`src/rtl/ivt_pkg.sv`:
```
package ivt_pkg;

    typedef enum logic [2:0] {
        MD_TERM    = 3'd0,
        MD_ONESHOT = 3'd1,
        MD_RATE    = 3'd2,
        MD_SQUARE  = 3'd3,
        MD_SWSTB   = 3'd4,
        MD_HWSTB   = 3'd5
    } ivt_mode_e;

    // codes 6 and 7 fold onto the periodic modes
    function automatic ivt_mode_e fold_mode(input logic [2:0] code);
        if (code[2:1] == 2'b11) return ivt_mode_e'({1'b0, code[1:0]});
        return ivt_mode_e'(code);
    endfunction

    function automatic logic is_periodic(input ivt_mode_e m);
        return (m == MD_RATE) || (m == MD_SQUARE);
    endfunction

    function automatic logic gate_restarts(input ivt_mode_e m);
        return (m == MD_ONESHOT) || (m == MD_RATE) || (m == MD_SQUARE) || (m == MD_HWSTB);
    endfunction

    function automatic logic gate_pauses(input ivt_mode_e m);
        return (m == MD_TERM) || (m == MD_RATE) || (m == MD_SQUARE) || (m == MD_SWSTB);
    endfunction

endpackage

```
`src/rtl/ivt_gate_edge.sv`:
```
module ivt_gate_edge (
    input  logic clk,
    input  logic rst_n,
    input  logic gate_in,
    output logic gate_rise
);
    logic gate_d, gate_q;

    always_comb begin
        gate_d    = gate_in;
        gate_rise = gate_in & ~gate_q;
    end

    // reset high so a gate already high at reset release is not a retrigger
    always_ff @(posedge clk or negedge rst_n) begin
        if (!rst_n) gate_q <= 1'b1;
        else        gate_q <= gate_d;
    end

endmodule

```
`src/rtl/ivt_decode.sv`:
```
module ivt_decode
    import ivt_pkg::*;
#(
    parameter int CNT_W = 16
) (
    input  ivt_mode_e        mode,
    input  logic [CNT_W:0]   period,
    input  logic [CNT_W:0]   phase,
    input  logic [CNT_W-1:0] down,
    input  logic             run,
    output logic             wave,
    output logic [CNT_W-1:0] value
);
    localparam int PW = CNT_W + 1;

    logic [PW-1:0] half;
    logic [PW:0]   dbl;
    logic [PW:0]   dbl_mod;
    logic [PW-1:0] rate_val;
    logic [PW:0]   sq_val;

    always_comb begin
        half     = (period + {{CNT_W{1'b0}}, 1'b1}) >> 1;
        dbl      = {phase, 1'b0};
        dbl_mod  = (dbl >= {1'b0, period}) ? dbl - {1'b0, period} : dbl;
        rate_val = period - phase;
        sq_val   = {1'b0, period} - dbl_mod;
        case (mode)
            MD_RATE: begin
                wave  = (phase == '0) && run;
                value = rate_val[CNT_W-1:0];
            end
            MD_SQUARE: begin
                wave  = phase < half;
                value = sq_val[CNT_W-1:0];
            end
            MD_SWSTB, MD_HWSTB: begin
                wave  = phase == period;
                value = down;
            end
            default: begin
                wave  = phase >= period;
                value = down;
            end
        endcase
    end

endmodule

```
`src/rtl/ivt_channel.sv`:
```
module ivt_channel
    import ivt_pkg::*;
#(
    parameter int CNT_W = 16
) (
    input  logic             clk,
    input  logic             rst_n,
    input  logic             ld_stb,
    input  logic [2:0]       ld_mode,
    input  logic [CNT_W-1:0] ld_value,
    input  logic             gate_in,
    output logic             cnt_out,
    output logic [CNT_W-1:0] cnt_value
);
    localparam logic [CNT_W:0] FULL_PERIOD = {1'b1, {CNT_W{1'b0}}};
    localparam logic [CNT_W:0] ONE         = {{CNT_W{1'b0}}, 1'b1};

    typedef struct packed {
        ivt_mode_e        mode;
        logic [CNT_W:0]   period;
        logic [CNT_W:0]   phase;
        logic [CNT_W-1:0] down;
        logic             run;
    } chan_st_t;

    chan_st_t st_d, st_q;
    logic     gate_rise;
    logic     cnt_en;

    ivt_gate_edge u_gate (
        .clk      (clk),
        .rst_n    (rst_n),
        .gate_in  (gate_in),
        .gate_rise(gate_rise)
    );

    always_comb begin
        st_d   = st_q;
        cnt_en = gate_in || !gate_pauses(st_q.mode);
        if (ld_stb) begin
            st_d.mode   = fold_mode(ld_mode);
            st_d.period = (ld_value == '0) ? FULL_PERIOD : {1'b0, ld_value};
            st_d.phase  = '0;
            st_d.down   = ld_value;
            st_d.run    = 1'b0;
        end else if (gate_rise && gate_restarts(st_q.mode)) begin
            st_d.phase = '0;
            st_d.down  = st_q.period[CNT_W-1:0];
            st_d.run   = 1'b0;
        end else if (cnt_en) begin
            st_d.down = st_q.down - 1'b1;
            st_d.run  = 1'b1;
            if (is_periodic(st_q.mode))
                st_d.phase = (st_q.phase == st_q.period - ONE) ? '0 : st_q.phase + ONE;
            else if (st_q.phase <= st_q.period)
                st_d.phase = st_q.phase + ONE;  // saturates at period+1
        end
    end

    always_ff @(posedge clk or negedge rst_n) begin
        if (!rst_n) begin
            st_q.mode   <= MD_SQUARE;
            st_q.period <= FULL_PERIOD;
            st_q.phase  <= '0;
            st_q.down   <= '0;
            st_q.run    <= 1'b0;
        end else begin
            st_q <= st_d;
        end
    end

    ivt_decode #(.CNT_W(CNT_W)) u_dec (
        .mode  (st_q.mode),
        .period(st_q.period),
        .phase (st_q.phase),
        .down  (st_q.down),
        .run   (st_q.run),
        .wave  (cnt_out),
        .value (cnt_value)
    );

    a_r1_low_after_load: assert property (@(posedge clk) disable iff (!rst_n)
        (ld_stb && (ld_mode == 3'd0 || ld_mode == 3'd1)) |=> !cnt_out);

    a_r1_stays_high: assert property (@(posedge clk) disable iff (!rst_n)
        ((st_q.mode == MD_TERM || st_q.mode == MD_ONESHOT) && cnt_out && !ld_stb
         && !(gate_rise && st_q.mode == MD_ONESHOT)) |=> cnt_out);

    a_r5_single_strobe: assert property (@(posedge clk) disable iff (!rst_n)
        ((st_q.mode == MD_SWSTB || st_q.mode == MD_HWSTB) && cnt_out && !ld_stb) |=> !cnt_out);

    a_r2_one_tick_pulse: assert property (@(posedge clk) disable iff (!rst_n)
        (st_q.mode == MD_RATE && cnt_out && gate_in && !ld_stb && st_q.period != ONE) |=> !cnt_out);

    a_r8_paused_hold: assert property (@(posedge clk) disable iff (!rst_n)
        (st_q.mode == MD_TERM && !gate_in && !ld_stb) |=> $stable(cnt_value));

endmodule

```
`config.mk`:
```
export PLATFORM = sky130hd
export DESIGN_NAME = ivt_channel
export DESIGN_NICKNAME = d
export VERILOG_FILES = /design/src/rtl/ivt_pkg.sv /design/src/rtl/ivt_gate_edge.sv /design/src/rtl/ivt_decode.sv /design/src/rtl/ivt_channel.sv
export SDC_FILE = /design/constraint.sdc
export NUM_CORES = 1
export LEC_CHECK = 0
export BUFFER_PORTS_ARGS = -buffer_cell sky130_fd_sc_hd__buf_2
export CORE_ASPECT_RATIO = 1.2
export CORE_UTILIZATION = 50
export DETAILED_ROUTE_END_ITERATION = 12
export GPL_ROUTABILITY_DRIVEN = 0
export PLACE_DENSITY = 0.74
export RECOVER_POWER = 100
export SLEW_MARGIN = 15
export SYNTH_ARGS = -nofsm -noshare
export SYNTH_HDL_FRONTEND = slang
export SYNTH_SLANG_ARGS = --single-unit
```
`constraint.sdc`:
```
create_clock -name clk -period 6.7 [get_ports clk]
set_input_delay 1.34 -clock clk [delete_from_list [all_inputs] [get_ports clk]]
set_output_delay 1.34 -clock clk [all_outputs]
set_load 0.02 [all_outputs]
```
==> results of run 1 <==
==> area by class of cell <==
type,instances,area share [%]
multi-input cells,700,67.5
inverters,32,1.70
well taps,161,2.86
repair buffers,73,6.09
clock buffers,5,1.78
clock inverters,3,0.355
flip-flops and latches,55,19.7
==> routing by layer <==
layer | GRT usage, % | share of wire [%] | up-vias
met5 | 0 | 0 | -
met4 | 15.2 | 5.3 | 0
met3 | 2.38 | 4.7 | 58
met2 | 47.3 | 46 | 218
met1 | 38.2 | 44 | 2967
li1 | - | - | 3062
==> metrics by stage <==
stage | setup TNS (ns) | total power [mW] | hold slack (ns) | instance area (µm²) | util [%]
final | 0 | 1.24 | 0.548 | 7050 | 57.4
after global routing | -0.0525 | 1.32 | 0.594 | 7050 | 57.4
after CTS | 0 | 1.24 | 0.550 | 7050 | 57.4
after detailed placement | 0 | 0.951 | 0.530 | 6890 | 56.1
after global placement | 0 | 0.946 | 0.528 | 6890 | 56.1
after floorplan | 0 | 0.792 | 0.458 | 6410 | -
==> worst max-delay path, delay by kind of cell (launching register included) <==
kind / cells / cell delay (ns)
fa+ha+maj: 2 / 0.62
flops: 1 / 0.46
mux: 1 / 0.17
compound gates: 11 / 2.22
simple gates: 3 / 0.48
buf+inv: 3 / 0.61
xor+xnor: 1 / 0.22
==> cells by family (layout without fill, tap and decap cells) <==
family | after synthesis | count (layout) | share of synthesized area, %
AO/OA/AOI/OAI | 235 | 235 | 22.9
multiplexers | 21 | 21 | 3.37
AND/OR/NAND/NOR | 303 | 303 | 23.6
buffers and inverters | 76 | 113 | 4.74
XOR/XNOR | 70 | 70 | 9.77
flip-flops | 55 | 55 | 21.5
adder cells (fa/ha/maj) | 71 | 71 | 14.1
==> layout by cell type (no fill, tap or decap), types with 24 or more instances in the layout <==
cell type and n:
a21oi_1 58, inv_1 28, o21ai_0 76, nand2_1 98, nor2_1 65, a21o_1 24, xnor2_1 51, buf_2 28
dfrtp_1 46, ha_1 67, buf_4 31
==> power breakdown <==
part	total [mW]	switching, mW	internal (mW)
combinational	0.550	0.330	0.220
sequential	0.408	0.0437	0.365
clock	0.284	0.142	0.142
==> sequential cells by signal, indices dropped and copies added (netlist names) <==
signal	flops
st_q	54
u_gate.gate_q	1
==> how the worst min path moves through the flow <==
stage          startpoint  depth (start not counted)       end
5_1_grt          st_q[50]                          2  st_q[50]
2_1_floorplan     st_q[0]                          2   st_q[0]
6_report         st_q[10]                          2  st_q[10]
4_1_cts          st_q[10]                          2  st_q[10]
3_5_place_dp     st_q[10]                          2  st_q[10]
3_3_place_gp     st_q[10]                          2  st_q[10]
==> timing repair <==
item / 4_1_cts / 5_1_grt
setup endpoints to repair: 3 / 5
pin swaps: 0 / 1
resized for setup: 2 / 15
==> reports/qor.yml, run 1 <==
yosys:
  synthesis.area_mm2: 0.00641
  synth_common_cells: "nand2_1 (98), o21ai_0 (70), ha_1 (69)"
  syn_inst: 831
  synth_flop_cell: "dfrtp_1"
  synth_top_area_share_pct: 19.9
  yosysTopAreaCell: "dfrtp_1"
  yosysUniqueCellTypes: 73
  ys_ff_latch: 55
  avgSynthCellArea_um2: 7.72
  yosysMostFrequentCell: "nand2_1"
  yosysWarnings: 0
  synth_nets: 925
  synth_area_leaders: "dfrtp_1 (20%), ha_1 (13%), xnor2_1 (7.0%), nand2_1 (5.7%), o21ai_0 (5.5%)"
  synth-seq-area-share_pct: 21.5
  async_flop_share_pct: 100
  synth_edf_count: 0
timing:
  slew_headroom_pct: -113
  setup_violations: 0
  hold_viol: 0
  slew_viol_final: 133
  period_needed_ns: 6.44
  post-route-period-util_pct: 96.1
  fin_skew_ns: 0.0104
  max_freq_mhz: 155
  tightestPinTransition_ns: 3.20
  setup_ws_ns: 0.261
worst_setup_path:
  critPathCaptureType: "output port"
  cp_data_arrival_time_ns: 5.10
  cp_cell_sequence: "inv_2, ha_2, and3_2, a221oi_4, o211ai_1, a221oi_2, o21ai_4, buf_4, mux2i_1, nor2_1, a21oi_1, ha_1, and3_1, a21oi_1, a21boi_2, a21oi_1, a21o_1, a21oi_1, xnor3_1, o21ai_1, clkbuf_2"
  critPathMaxFanout: 14
  critPathMaxStageDelay_ns: 0.46
  crit_start: "st_q[39]"
  worstReg2RegEnd: "st_q[22]"
  crit_slowest_cell: "dfrtp_2"
  r2r_slack_ns: 1.86
  reg2reg_depth: 11
  path_class: "register to output port"
  crit_top_cell: "a21oi_1"
  timing.rr.start: "st_q[44]"
  endpoint: "cnt_value[15]"
  crit_path_start_kind: "register"
  critical_path_required_ns: 5.36
clock_tree:
  cts_tree: "yes"
  cts_buffers: 5
  postCtsSetupRepairBufs: 0
  cts_hold_buf: 0
  clock-root-buffer: "clkbuf_16"
  path_clk_slew_ns: 0.08
  cts_sinks: 55
  clk_path_buf_depth: 2
  cts_max_level: 2
  worstSkewPairLatency_ns: 0.31
floorplan:
  start_util_pct: 52.2
  num_rows: 44
  die_h_um: 126
  die_width_um: 105
  die-area_mm2: 0.0133
  pin_count: 40
  core_area_mm2: 0.0123
grt:
  grt_pass1_vias: 5695
  grt_pass1_wl_um: 30200
  grtUsageTotal_pct: 29.0
  grt_max_degree: 58
  antenna_found_initial: 0
  grt_overflow: 0
route:
  firstDrtPassIters: 5
  final_antenna_net_count: 0
  routed_wl_um: 18700
  wl_per_cell_um: 18.2
  vias_per_cell: 6.13
  drc: 0
  dr.first_iter.drc_count: 490
  via_count: 6305
flow_run:
  maxCapViolCount: 3
final_layout:
  fillCellCount: 1143
  nets: 961
  drive_gt1_share_pct: 12.4
  regArea_mm2: 0.00139
  multi_input_area_mm2: 0.00476
  diodes: 0
  final_cells: 1029
  areaGrowthSynthToFinish_pct: 9.85
place:
  dp_cells: 1021
  place.detailed.hpwl_um: 14300
  pre_cts_slack_ns: 0.220
  place.port_buffers: 39
run_status:
  violations: "capacitance limit, slew limit"
  status: "complete, but fails checks"
power_and_ir_drop:
  max-vdd-ir-drop_uv: 121
  p_per_area_mw_per_mm2: 176
  leakagePower_nw: 3.15
hold_path:
  min_path_type: "register to register"
(Power assumes the default switching activity.)
==> inputs of run 2 (changes only) <==
--- a/config.mk
+++ b/config.mk
@@ -8,6 +8,7 @@
 export BUFFER_PORTS_ARGS = -buffer_cell sky130_fd_sc_hd__buf_2
 export CORE_ASPECT_RATIO = 1.2
 export CORE_UTILIZATION = 50
+export CTS_BUF_LIST = sky130_fd_sc_hd__clkbuf_4 sky130_fd_sc_hd__clkbuf_8
 export DETAILED_ROUTE_END_ITERATION = 12
 export GPL_ROUTABILITY_DRIVEN = 0
 export PLACE_DENSITY = 0.74
==> reports/qor.yml, run 2 (synthesized netlist as in run 1, its figures left out) <==
flow_run:
  maxCapViolCount: 3  # unchanged
final_layout:
  diodes: 0  # unchanged
  nets: 963  # +0.21%
  postLayoutCoreUtil_pct: 57.0  # -0.37 points
  max_flop_register: "st_q"
  final_cell_mix: "nand2_1 (98), o21ai_0 (76), ha_1 (68)"
  drive_gt1_share_pct: 12.4  # -0.029 points
  finalInstanceArea_mm2: 0.00700  # -0.64%
  regArea_mm2: 0.00139  # unchanged
  reg.largest.list: "st_q (54), u_gate.gate_q (1)"
  areaGrowthSynthToFinish_pct: 9.15
  layout_commonest_cell: "nand2_1"
  largest_reg_flops: 54  # unchanged
  fillCellCount: 1148  # +0.44%
  multi_input_area_mm2: 0.00475  # about the same
power_and_ir_drop:
  max-vdd-ir-drop_uv: 130  # +7.1%
  pwr-share-comb_pct: 47.3  # +3.0 points
  p_per_area_mw_per_mm2: 167  # -5.4%
  leakagePower_nw: 3.13  # -0.55%
  cell_internal_pwr_uw: 663  # -8.9%
  p_total_mw: 1.17  # -6.0%
  power.switching_uw: 505  # -1.9%
  swShare_pct: 43.3  # +1.8 points
  p_seq_share_pct: 34.9  # +2.0 points
  pwr-share-clk_pct: 17.9  # -5.0 points
place:
  place_area_mm2: 0.00689  # unchanged
  place.detailed.hpwl_um: 14300  # unchanged
  place.port_buffers: 39  # unchanged
route:
  drc: 0  # unchanged
  wl_per_cell_um: 18.0  # -0.94%
  final_antenna_net_count: 0  # unchanged
  routed_wl_um: 18500  # -0.74%
  firstDrtPassIters: 7  # +2
  dr.first_iter.drc_count: 531  # +8.4%
  via_count: 6261  # -0.70%
  vias_per_cell: 6.07  # -0.89%
timing:
  slew_viol_final: 133  # unchanged
  fin_skew_ns: 0.0131  # +0.00264 ns
  max_freq_mhz: 155  # about the same
  slew_headroom_pct: -115  # -1.9 points
  period_needed_ns: 6.44  # +0.00591 ns
  hold_viol: 0  # unchanged
  tightestPinTransition_ns: 3.23  # +0.0280 ns
  setup_violations: 0  # unchanged
  post-route-period-util_pct: 96.2  # about the same
worst_setup_path:
  crit_path_start_kind: "register"
  critPathMaxStageDelay_ns: 0.47  # about the same
  crit_start: "st_q[39]"
  path_buf_inv: 2  # -1
  path_delay_family: "compound AO/OA/AOI/OAI gates"
  cp_cell_sequence: "inv_2, ha_2, and3_2, a221oi_4, o211ai_1, a221oi_2, o21ai_4, nor2_1, a21oi_1, nor2_1, a21oi_1, fa_1, a21o_1, a21oi_2, o21bai_1, a2111o_1, nand3_1, nand3_1, a41oi_1, xor2_1, o21ai_0, buf_2"
  cp_data_arrival_time_ns: 5.10  # about the same
  path_class: "register to output port"
  timing.rr.start: "st_q[44]"
  critPathMaxFanout: 7  # -7
  critical_path_required_ns: 5.36  # about the same
  r2r_slack_ns: 1.79  # -0.07 ns
  critPathCaptureType: "output port"
  crit_slowest_cell: "dfrtp_2"
floorplan:
  die_width_um: 105  # unchanged
  core_area_mm2: 0.0123  # unchanged
  start_util_pct: 52.2  # unchanged
  pin_count: 40  # unchanged
  die_h_um: 126  # unchanged
  num_rows: 44  # unchanged
  die-area_mm2: 0.0133  # unchanged
hold_path:
  min_path_type: "register to register"
  worstHoldStart: "st_q[10]"
clock_tree:
  worstSkewPairLatency_ns: 0.33  # +0.02 ns
  cts_sinks: 55  # unchanged
  cts_max_level: 2  # unchanged
  cts_buffers: 5  # unchanged
  clk_path_buf_depth: 2  # unchanged
  clock-root-buffer: "clkbuf_8"
  path_clk_slew_ns: 0.12  # +0.04 ns
  cts_tree: "yes"
grt:
  grt_pass1_vias: 5648  # -0.83%
  antenna_found_initial: 0  # unchanged
  grt_pass1_wl_um: 30000  # -0.84%
  grt_overflow: 0  # unchanged
  grtUsageTotal_pct: 28.7  # -0.28 points
  grt_max_degree: 58  # unchanged
run_status:
  violations: "capacitance limit, slew limit"
  status: "complete, but fails checks"
[run 2: cell types whose count changed in the layout (fill, tap and decap cells not counted), sizes merged]
| cell | change |
|---|---|
| buf | +3 |
| clkbuf | -1 |
[run 2: final cells by class]
class	count	share of cell area [%]
sequential	55	19.8
timing repair buffer	75	6.33
clock buffer	5	0.983
multi-input combinational	700	67.9
clock inverter	3	0.357
tap	161	2.88
inverter	32	1.72
[run 2: layer usage]
layer	up-vias	track usage, %	wire length [µm]
li1	3069	-	-
met1	2936	38.2	7990
met2	205	46.8	8570
met3	51	2.17	1040
met4	0	14.7	947
met5	-	0	0
[run 2: worst paths after layout]
check	end	cells past startpoint
min in group asynchronous	st_q[23]	2
hold / removal	st_q[10]	2
setup reg to reg	st_q[22]	11
hold reg to reg	st_q[10]	2
max in group asynchronous	st_q[41]	2
setup / recovery	cnt_value[14]	22
[run 2: stage by stage]
step	hold slack, ns	setup WS [ns]	setup TNS, ns	instances
4_1_cts	0.559	0.0430	0	1029
3_3_place_gp	0.528	0.431	0	1021
3_5_place_dp	0.530	0.220	0	1021
6_report	0.557	0.255	0	1031
2_1_floorplan	0.458	0.180	0	831
5_1_grt	0.599	-0.0419	-0.0419	1031
[run 2: power by group through the flow]
stage	registers, mW	logic, mW	clock network [mW]
finish	0.407	0.552	0.209
CTS	0.407	0.543	0.213
global placement	0.412	0.534	0
floorplan	0.403	0.389	0
global route	0.413	0.609	0.225
detailed placement	0.413	0.537	0
[run 2: what timing repair did]
item                                    in CTS  in global routing
endpoints found under the setup margin       3                  5
hold buffers                                 0                  0
pin swaps                                    0                  2
gates resized for setup                      2                 14
buffers inserted                             0                  2
[run 2: worst min-delay path, stage by stage, from the launching register on]
cell and delay (ns):
dfrtp_1 0.42, nand2_1 0.07, nand2_1 0.05
